### src/rtl/iop_pkg.sv
package iop_pkg;
  typedef enum logic [3:0] {
    ST_IDLE, ST_FREQ, ST_FWAIT, ST_DECODE, ST_POP, ST_WREQ,
    ST_RREQ, ST_RWAIT, ST_PUSH, ST_YIELD, ST_DONE
  } iop_state_e;

  localparam int unsigned CB_WORDS = 4;
  localparam int unsigned CB_IDX_W = $clog2(CB_WORDS);
  // command block word positions, fetched in this order
  localparam int unsigned W_CODE = 0;
  localparam int unsigned W_BUF  = 1;
  localparam int unsigned W_CNT  = 2;
  localparam int unsigned W_SPC  = 3;
  localparam int unsigned HOST_RUN = 1;
  localparam int unsigned CODE_D2M = 0;
  localparam int unsigned CODE_M2D = 1;
endpackage

### src/rtl/iop_cmd_store.sv
module iop_cmd_store
  import iop_pkg::*;
#(
  parameter int unsigned DW = 32
) (
  input  logic                clk_i,
  input  logic                rst_ni,
  input  logic                wr_en_i,
  input  logic [CB_IDX_W-1:0] wr_idx_i,
  input  logic [DW-1:0]       wr_word_i,
  output logic [DW-1:0]       code_o,
  output logic [DW-1:0]       buf_o,
  output logic [DW-1:0]       cnt_o,
  output logic [DW-1:0]       spc_o
);
  logic [DW-1:0] words_q [CB_WORDS];

  for (genvar g = 0; g < CB_WORDS; g++) begin : g_word
    always_ff @(posedge clk_i or negedge rst_ni) begin
      if (!rst_ni)                                   words_q[g] <= '0;
      else if (wr_en_i && wr_idx_i == CB_IDX_W'(g))  words_q[g] <= wr_word_i;
    end
  end

  assign code_o = words_q[W_CODE];
  assign buf_o  = words_q[W_BUF];
  assign cnt_o  = words_q[W_CNT];
  assign spc_o  = words_q[W_SPC];
endmodule

### src/rtl/iop_xfer_ctr.sv
module iop_xfer_ctr #(
  parameter int unsigned AW = 16,
  parameter int unsigned CW = 16
) (
  input  logic          clk_i,
  input  logic          rst_ni,
  input  logic          load_i,
  input  logic [AW-1:0] base_i,
  input  logic [CW-1:0] cnt_i,
  input  logic          step_i,
  output logic [AW-1:0] addr_o,
  output logic          last_o
);
  logic [AW-1:0] addr_q;
  logic [CW-1:0] left_q;

  always_ff @(posedge clk_i or negedge rst_ni) begin
    if (!rst_ni) begin
      addr_q <= '0;
      left_q <= '0;
    end else if (load_i) begin
      addr_q <= base_i;
      left_q <= cnt_i;
    end else if (step_i) begin
      addr_q <= addr_q + AW'(1);
      left_q <= left_q - CW'(1);
    end
  end

  assign addr_o = addr_q;
  assign last_o = (left_q == CW'(1));
endmodule

### src/rtl/iop_core.sv
module iop_core
  import iop_pkg::*;
#(
  parameter int unsigned AW   = 16,
  parameter int unsigned DW   = 32,
  parameter int unsigned DEVW = 4,
  parameter int unsigned OPW  = 4,
  parameter int unsigned CW   = 16
) (
  input  logic            clk_i,
  input  logic            rst_ni,
  input  logic            cmd_valid_i,
  output logic            cmd_ready_o,
  input  logic [OPW-1:0]  cmd_op_i,
  input  logic [DEVW-1:0] cmd_dev_i,
  input  logic [AW-1:0]   cmd_addr_i,
  output logic            mem_req_o,
  output logic            mem_we_o,
  output logic [AW-1:0]   mem_addr_o,
  output logic [DW-1:0]   mem_wdata_o,
  input  logic            mem_gnt_i,
  input  logic            mem_rvalid_i,
  input  logic [DW-1:0]   mem_rdata_i,
  output logic [DEVW-1:0] dev_sel_o,
  output logic [DW-1:0]   dev_flags_o,
  output logic            dev_pop_o,
  input  logic [DW-1:0]   dev_rdata_i,
  output logic            dev_push_o,
  output logic [DW-1:0]   dev_wdata_o,
  output logic            irq_o,
  input  logic            irq_ack_i,
  output logic            err_o
);
  iop_state_e state_q, state_d;
  logic [CB_IDX_W-1:0] idx_q;
  logic [AW-1:0]       base_q;
  logic [DEVW-1:0]     dev_q;
  logic [DW-1:0]       data_q;
  logic                err_q, m2d_q;

  logic [DW-1:0] code_w, buf_w, cnt_w, spc_w;
  logic          accept, run, fetch_wr, code_d2m, code_m2d, cnt_zero;
  logic          ctr_load, ctr_step, ctr_last;
  logic [AW-1:0] ctr_addr;

  assign accept   = cmd_valid_i && (state_q == ST_IDLE);
  assign run      = accept && (cmd_op_i == OPW'(HOST_RUN));
  assign fetch_wr = (state_q == ST_FWAIT) && mem_rvalid_i;
  assign code_d2m = (code_w == DW'(CODE_D2M));
  assign code_m2d = (code_w == DW'(CODE_M2D));
  assign cnt_zero = (cnt_w[CW-1:0] == '0);
  assign ctr_load = (state_q == ST_DECODE);
  assign ctr_step = (state_q == ST_YIELD);

  iop_cmd_store #(.DW(DW)) u_store (
    .clk_i     (clk_i),
    .rst_ni    (rst_ni),
    .wr_en_i   (fetch_wr),
    .wr_idx_i  (idx_q),
    .wr_word_i (mem_rdata_i),
    .code_o    (code_w),
    .buf_o     (buf_w),
    .cnt_o     (cnt_w),
    .spc_o     (spc_w)
  );

  iop_xfer_ctr #(.AW(AW), .CW(CW)) u_ctr (
    .clk_i  (clk_i),
    .rst_ni (rst_ni),
    .load_i (ctr_load),
    .base_i (buf_w[AW-1:0]),
    .cnt_i  (cnt_w[CW-1:0]),
    .step_i (ctr_step),
    .addr_o (ctr_addr),
    .last_o (ctr_last)
  );

  always_comb begin
    state_d = state_q;
    unique case (state_q)
      ST_IDLE:   if (run) state_d = ST_FREQ;
      ST_FREQ:   if (mem_gnt_i) state_d = ST_FWAIT;
      ST_FWAIT:  if (mem_rvalid_i)
                   state_d = (idx_q == CB_IDX_W'(CB_WORDS - 1)) ? ST_DECODE : ST_FREQ;
      ST_DECODE: begin
        if (!(code_d2m || code_m2d) || cnt_zero) state_d = ST_DONE;
        else if (code_m2d)                       state_d = ST_RREQ;
        else                                     state_d = ST_POP;
      end
      ST_POP:    state_d = ST_WREQ;
      ST_WREQ:   if (mem_gnt_i) state_d = ST_YIELD;
      ST_RREQ:   if (mem_gnt_i) state_d = ST_RWAIT;
      ST_RWAIT:  if (mem_rvalid_i) state_d = ST_PUSH;
      ST_PUSH:   state_d = ST_YIELD;
      ST_YIELD: begin
        if (ctr_last)   state_d = ST_DONE;
        else if (m2d_q) state_d = ST_RREQ;
        else            state_d = ST_POP;
      end
      ST_DONE:   if (irq_ack_i) state_d = ST_IDLE;
      default:   state_d = ST_IDLE;
    endcase
  end

  always_ff @(posedge clk_i or negedge rst_ni) begin
    if (!rst_ni) begin
      state_q <= ST_IDLE;
      idx_q   <= '0;
      base_q  <= '0;
      dev_q   <= '0;
      data_q  <= '0;
      err_q   <= 1'b0;
      m2d_q   <= 1'b0;
    end else begin
      state_q <= state_d;
      if (run) begin
        idx_q  <= '0;
        base_q <= cmd_addr_i;
        dev_q  <= cmd_dev_i;
      end
      if (fetch_wr) idx_q <= idx_q + CB_IDX_W'(1);
      if (state_q == ST_DECODE) begin
        err_q <= !(code_d2m || code_m2d);
        m2d_q <= code_m2d;
      end
      if (state_q == ST_DONE && irq_ack_i) err_q <= 1'b0;
      if (state_q == ST_POP) data_q <= dev_rdata_i;
      if (state_q == ST_RWAIT && mem_rvalid_i) data_q <= mem_rdata_i;
    end
  end

  assign cmd_ready_o = (state_q == ST_IDLE);
  assign mem_req_o   = (state_q == ST_FREQ) || (state_q == ST_WREQ) || (state_q == ST_RREQ);
  assign mem_we_o    = (state_q == ST_WREQ);
  assign mem_addr_o  = (state_q == ST_FREQ) ? base_q + AW'(idx_q) : ctr_addr;
  assign mem_wdata_o = data_q;
  assign dev_sel_o   = dev_q;
  assign dev_flags_o = spc_w;
  assign dev_pop_o   = (state_q == ST_POP);
  assign dev_push_o  = (state_q == ST_PUSH);
  assign dev_wdata_o = data_q;
  assign irq_o       = (state_q == ST_DONE);
  assign err_o       = err_q;
endmodule

### config.mk
export PLATFORM = sky130hd
export DESIGN_NAME = iop_core
export DESIGN_NICKNAME = d
export VERILOG_FILES = /design/src/rtl/iop_pkg.sv /design/src/rtl/iop_cmd_store.sv /design/src/rtl/iop_xfer_ctr.sv /design/src/rtl/iop_core.sv
export SDC_FILE = /design/constraint.sdc
export NUM_CORES = 1
export LEC_CHECK = 0
export BUFFER_PORTS_ARGS = -buffer_cell sky130_fd_sc_hd__buf_2
export CAP_MARGIN = 5
export CORE_ASPECT_RATIO = 1.1
export CORE_MARGIN = 2
export CORE_UTILIZATION = 39
export CTS_BUF_LIST = sky130_fd_sc_hd__clkbuf_16
export DETAILED_ROUTE_END_ITERATION = 7
export GPL_TIMING_DRIVEN = 1
export SLEW_MARGIN = 5
export SYNTH_ARGS = -nofsm -noshare
export SYNTH_HDL_FRONTEND = slang
export SYNTH_HIERARCHICAL = 1
export SYNTH_SLANG_ARGS = --single-unit
### constraint.sdc
create_clock -name clk_i -period 5.2 [get_ports clk_i]
set_input_delay 1.04 -clock clk_i [delete_from_list [all_inputs] [get_ports clk_i]]
set_output_delay 1.04 -clock clk_i [all_outputs]
set_load 0.1 [all_outputs]
==> results of run 1 <==
[worst paths after layout]
| check | startpoint | endpoint | slack, ps | cells past startpoint |
|---|---|---|---|---|
| worst min register to register | u_store/buf_o[6] | u_ctr/addr_o[6] | 490 | 2 |
| worst max register to register | state_q[0] | u_ctr/addr_o[15] | 2230 | 7 |
| max in group asynchronous | rst_ni | u_store/code_o[0] | 3510 | 2 |
| worst max-delay path | idx_q[0] | mem_addr_o[12] | 1140 | 8 |
| min in group asynchronous | rst_ni | base_q[7] | 640 | 1 |
| worst min-delay path | u_store/buf_o[6] | u_ctr/addr_o[6] | 490 | 2 |
[layout make-up]
type                            count  area [µm²]
Inverter                           12        45.0
Clock inverter                     15         178
Tap cell                          300         375
Timing Repair Buffer              224        1160
Sequential cell                   188        4700
Fill cell                        2124       12100
Clock buffer                       17         425
Multi-Input combinational cell    519        3880
[sequential cells by signal (all words and copies together), names as in the netlist]
register and flops:
base_q 16, dev_sel_o 4, dev_wdata_o 32, err_o 1
idx_q 2, m2d_q 1, state_q 4, u_ctr/addr_o 16
u_ctr/left_q 16, u_store/buf_o 16, u_store/cnt_o 16, u_store/code_o 32
u_store/spc_o 32
[metrics by stage]
step	worst slack, ps	area, µm²
2_1_floorplan	895	9080
3_3_place_gp	1650	10200
3_5_place_dp	1590	10200
4_1_cts	1120	10800
5_1_grt	949	10800
6_report	1140	10800
[cells in the final DEF (no fill, tap or decap), types with 3 or more instances in the layout]
cell	instances
clkbuf_16	17
or3_1	4
or4_1	4
nor3_1	12
or2b_1	3
mux2_2	111
o21ai_0	30
a31oi_1	6
and3_1	3
nand4_1	14
xnor2_1	23
xor2_1	13
dfrtp_1	188
nor2_1	70
o21ai_1	3
nand3_1	14
inv_1	12
nor2b_1	3
mux2_1	8
o31ai_1	3
a221o_1	3
inv_8	4
clkinv_8	3
nand2b_1	4
o32ai_1	3
a21oi_1	47
buf_2	215
nor4_1	20
ha_1	6
and4_1	5
nor3b_1	3
nand2_1	41
buf_4	7
mux2i_1	34
[layer usage]
layer	vias up	track usage
met1	3201	0.254
met4	0	0.0359
li1	3125	-
met3	14	0.0442
met2	199	0.293
met5	-	0
[critical path: stages (launching register included)]
cell and delay [ps]:
dfrtp_1 540, ha_1 230, inv_1 60, fa_1 460, nor4b_2 430, nand3_1 150, xor2_1 160, a21oi_1 140
buf_2 440
==> metrics, run 1 <==
first-pass GRT wire length=35200 µm; GRT overflow=0; wire per inst=16.9 µm; DR WL met3=1320 µm; DR vias/cell=5.13; cts hold-fix bufs=0; startpoint types=register; worst slew pin tran=925 ps; pin count of the biggest net entering global routing=100; DR vias=6539; total track usage=0.183; Final Max Tran Viols=0; Ys Warns=6; Max Root-Sink Buffers=2; DP Cell Count=1243; Clock Root Buffer=clkbuf_16; Clock transition at path regs=70 ps; Die Area=24500 µm²; max-cap viol count=0; Req. time, crit path=4160 ps; Buffers on Ports=216; ratio of cells with drive above 1 in the final layout=0.389; Post-Route M1 WL=9890 µm; Skew-Pair Late Insertion Delay=430 ps; post-synthesis cell count=789; CP Max Fanout=8; HP Class=reg2reg; TritonCTS clock tree=built; worst hold slack=486 ps; Cell Rows=58; unrepaired setup endpoints after global routing=no; total length of routed met2 wires=10200 µm; Initial Util=0.397; ANT nets after route=0; Synth Net Count=890; Util after Layout=0.471; vias in the first global route=6485; total CTS buffers=17; Core Region=22900 µm²; # Post-CTS Setup Buffers=0; crit path kind=reg2out; post-cts resize count=0; Die Ht=164 µm; Setup crit end kind=output pin; Hold Vio Cnt, Final=0; worst rel slew slack=0.381; CP arrival=3020 ps; Worst Skew=11.5 ps; GP Congestion=0.836; initial antenna violation count=0; die span in x=149 µm; clk sinks=188; starting DRC count in detailed routing=421; htree depth=4; detailed placer's ending HPWL=15300 µm; sum of negative setup slack=0 ps; Avg Cell Area, Syn=11.5 µm²; final setup fails=0; I/O pins=217; NumNets Final=1063; status=finished, final reports clean; maximum clock rate=247 MHz; cell area after synthesis=9080 µm²; top sig layer=met4; ant diodes=0; drt total wl=21500 µm; crit path time final=4060 ps; Pre-Repair DR Iteration Count=5; Final Non-Filler Cells=1275; # DRC=0; Tcrit/Tclk final=0.780; synth-to-layout area growth=18.7%
Power of run 1 is not shown: default switching activity piles up to over one toggle a cycle in this logic, so the estimate is an artifact.
==> run 2: changes to the inputs <==
--- a/config.mk
+++ b/config.mk
@@ -5,6 +5,7 @@
 export SDC_FILE = /design/constraint.sdc
 export NUM_CORES = 1
 export LEC_CHECK = 0
+export ABC_AREA = 1
 export BUFFER_PORTS_ARGS = -buffer_cell sky130_fd_sc_hd__buf_2
 export CAP_MARGIN = 5
 export CORE_ASPECT_RATIO = 1.1
==> constraint.sdc (replaced) <==
create_clock -name clk_i -period 3.83 [get_ports clk_i]
set_input_delay 0.766 -clock clk_i [delete_from_list [all_inputs] [get_ports clk_i]]
set_output_delay 0.766 -clock clk_i [all_outputs]
set_load 0.1 [all_outputs]
==> run 2 against run 1 <==
  * Wire length rose by 35%
  * Final cell count is 38% higher
  * Synthesized cell count is 64% higher
  * Highest routed layer unchanged
==> metrics, run 2 <==
status=finished, final reports clean; CP Max Fanout=4; Max Root-Sink Buffers=2; DR vias/cell=5.14; startpoint types=register; DR vias=9073; maximum clock rate=304 MHz; pin count of the biggest net entering global routing=102; Skew-Pair Late Insertion Delay=440 ps; Final Instance Area=11600 µm²; unrepaired setup endpoints after global routing=no; Filler cells=2558; drt total wl=29000 µm; # Post-CTS Setup Buffers=0; total track usage=0.222; Reg2Reg Depth=9; flop-to-flop setup slack=1120 ps; Ys Warns=6; worst r2r src=state_q[0]; Clock transition at path regs=80 ps; CP arrival=2520 ps; worst rel slew slack=0.283; worst slew pin tran=1070 ps; Cell Rows=61; critical path cell sequence=ha_1, inv_1, fa_1, nor2_2, nand4_1, nor2_2, nand2_1, xor2_1, nand2_1, nand2_1, buf_12; sum of negative setup slack=0 ps; Die Area=26700 µm²; # DRC=0; GRT overflow=0; Req. time, crit path=3060 ps; most frequent cells in the layout=nand2_1 (470), buf_2 (211), dfrtp_1 (186), nand3_1 (104), inv_1 (90); Tcrit/Tclk final=0.859; starting DRC count in detailed routing=613; worst reg2reg endpoint=u_store/code_o[4]; ratio of cells with drive above 1 in the final layout=0.210; Buffers on Ports=216; Initial Util=0.395; commonest non-fill, non-tap cell in the layout=nand2_1; clk sinks=188; crit path kind=reg2out; HP Class=in2async; initial antenna violation count=0; synth-to-layout area growth=17.3%; CP max stage cell=fa_1; total CTS buffers=17; post-synthesis cell count=1291; Setup crit end kind=output pin; Final Max Tran Viols=0; post-placement cell area=11000 µm²; Pre-Repair DR Iteration Count=7; wire per inst=16.5 µm; delay-heaviest family, CP=simple AND/OR/NAND/NOR gates; GP Congestion=0.894; Avg Cell Area, Syn=7.68 µm²; I/O pins=217; detailed placer's ending HPWL=20200 µm; final setup fails=0; Worst path max stage delay=410 ps; max-cap viol count=0; Core Region=25100 µm²; post-cts resize count=0; Synth Net Count=1392; die span in x=156 µm; crit path time final=3290 ps; ant diodes=0; Worst path most repeated cell=nand2_1; TritonCTS clock tree=built; Die Ht=171 µm; Clock Root Buffer=clkbuf_16; htree depth=4; cts hold-fix bufs=0; Buffers & Inverters on Critical Path=2; first-pass GRT wire length=46700 µm; Worst Skew=17.7 ps; ANT nets after route=0; vias in the first global route=8738; NumNets Final=1537; cell area after synthesis=9920 µm²; Hold Vio Cnt, Final=0
## run 2: worst max path at each step
| stage | from | end | cells past startpoint |
|---|---|---|---|
| 4_1_cts | idx_q[0] | mem_addr_o[14] | 11 |
| 3_3_place_gp | idx_q[0] | mem_addr_o[14] | 11 |
| 5_1_grt | base_q[0] | mem_addr_o[14] | 11 |
| 2_1_floorplan | idx_q[0] | mem_addr_o[10] | 8 |
| 3_5_place_dp | idx_q[0] | mem_addr_o[14] | 11 |
| 6_report | base_q[0] | mem_addr_o[14] | 11 |
## run 2: layout make-up
class,instances,area (µm²),area share
Multi-Input combinational cell,900,4250,0.365
Timing Repair Buffer,230,1290,0.111
Clock inverter,15,195,0.0168
Sequential cell,188,4710,0.405
Inverter,99,374,0.0322
Tap cell,315,394,0.0339
Clock buffer,17,425,0.0366
## run 2: worst register-to-register path: cells and delay by family, from the launching register on
| kind | cells | cell delay (ps) |
|---|---|---|
| buffers and inverters | 3 | 590 |
| DFF | 1 | 450 |
| and+or+nand+nor | 6 | 1540 |
## run 2: metal layers
metal	GRT usage	vias up	part of all wire
li1	-	4422	-
met1	0.290	4325	0.43
met2	0.379	286	0.49
met3	0.0383	40	0.055
met4	0.0690	0	0.022
met5	0	-	0
## run 2: through the flow
step / std cells / setup WS [ps] / hold slack (ps) / utilization
CTS: 1764 / 539 / 410 / 0.463
global route: 1764 / 388 / 432 / 0.463
detailed placement: 1732 / 1010 / 457 / 0.439
floorplan: 1291 / 87.4 / 442 / -
finish: 1764 / 540 / 354 / 0.463
global placement: 1732 / 1020 / 452 / 0.439
Power of run 2 is left out for the same reason.
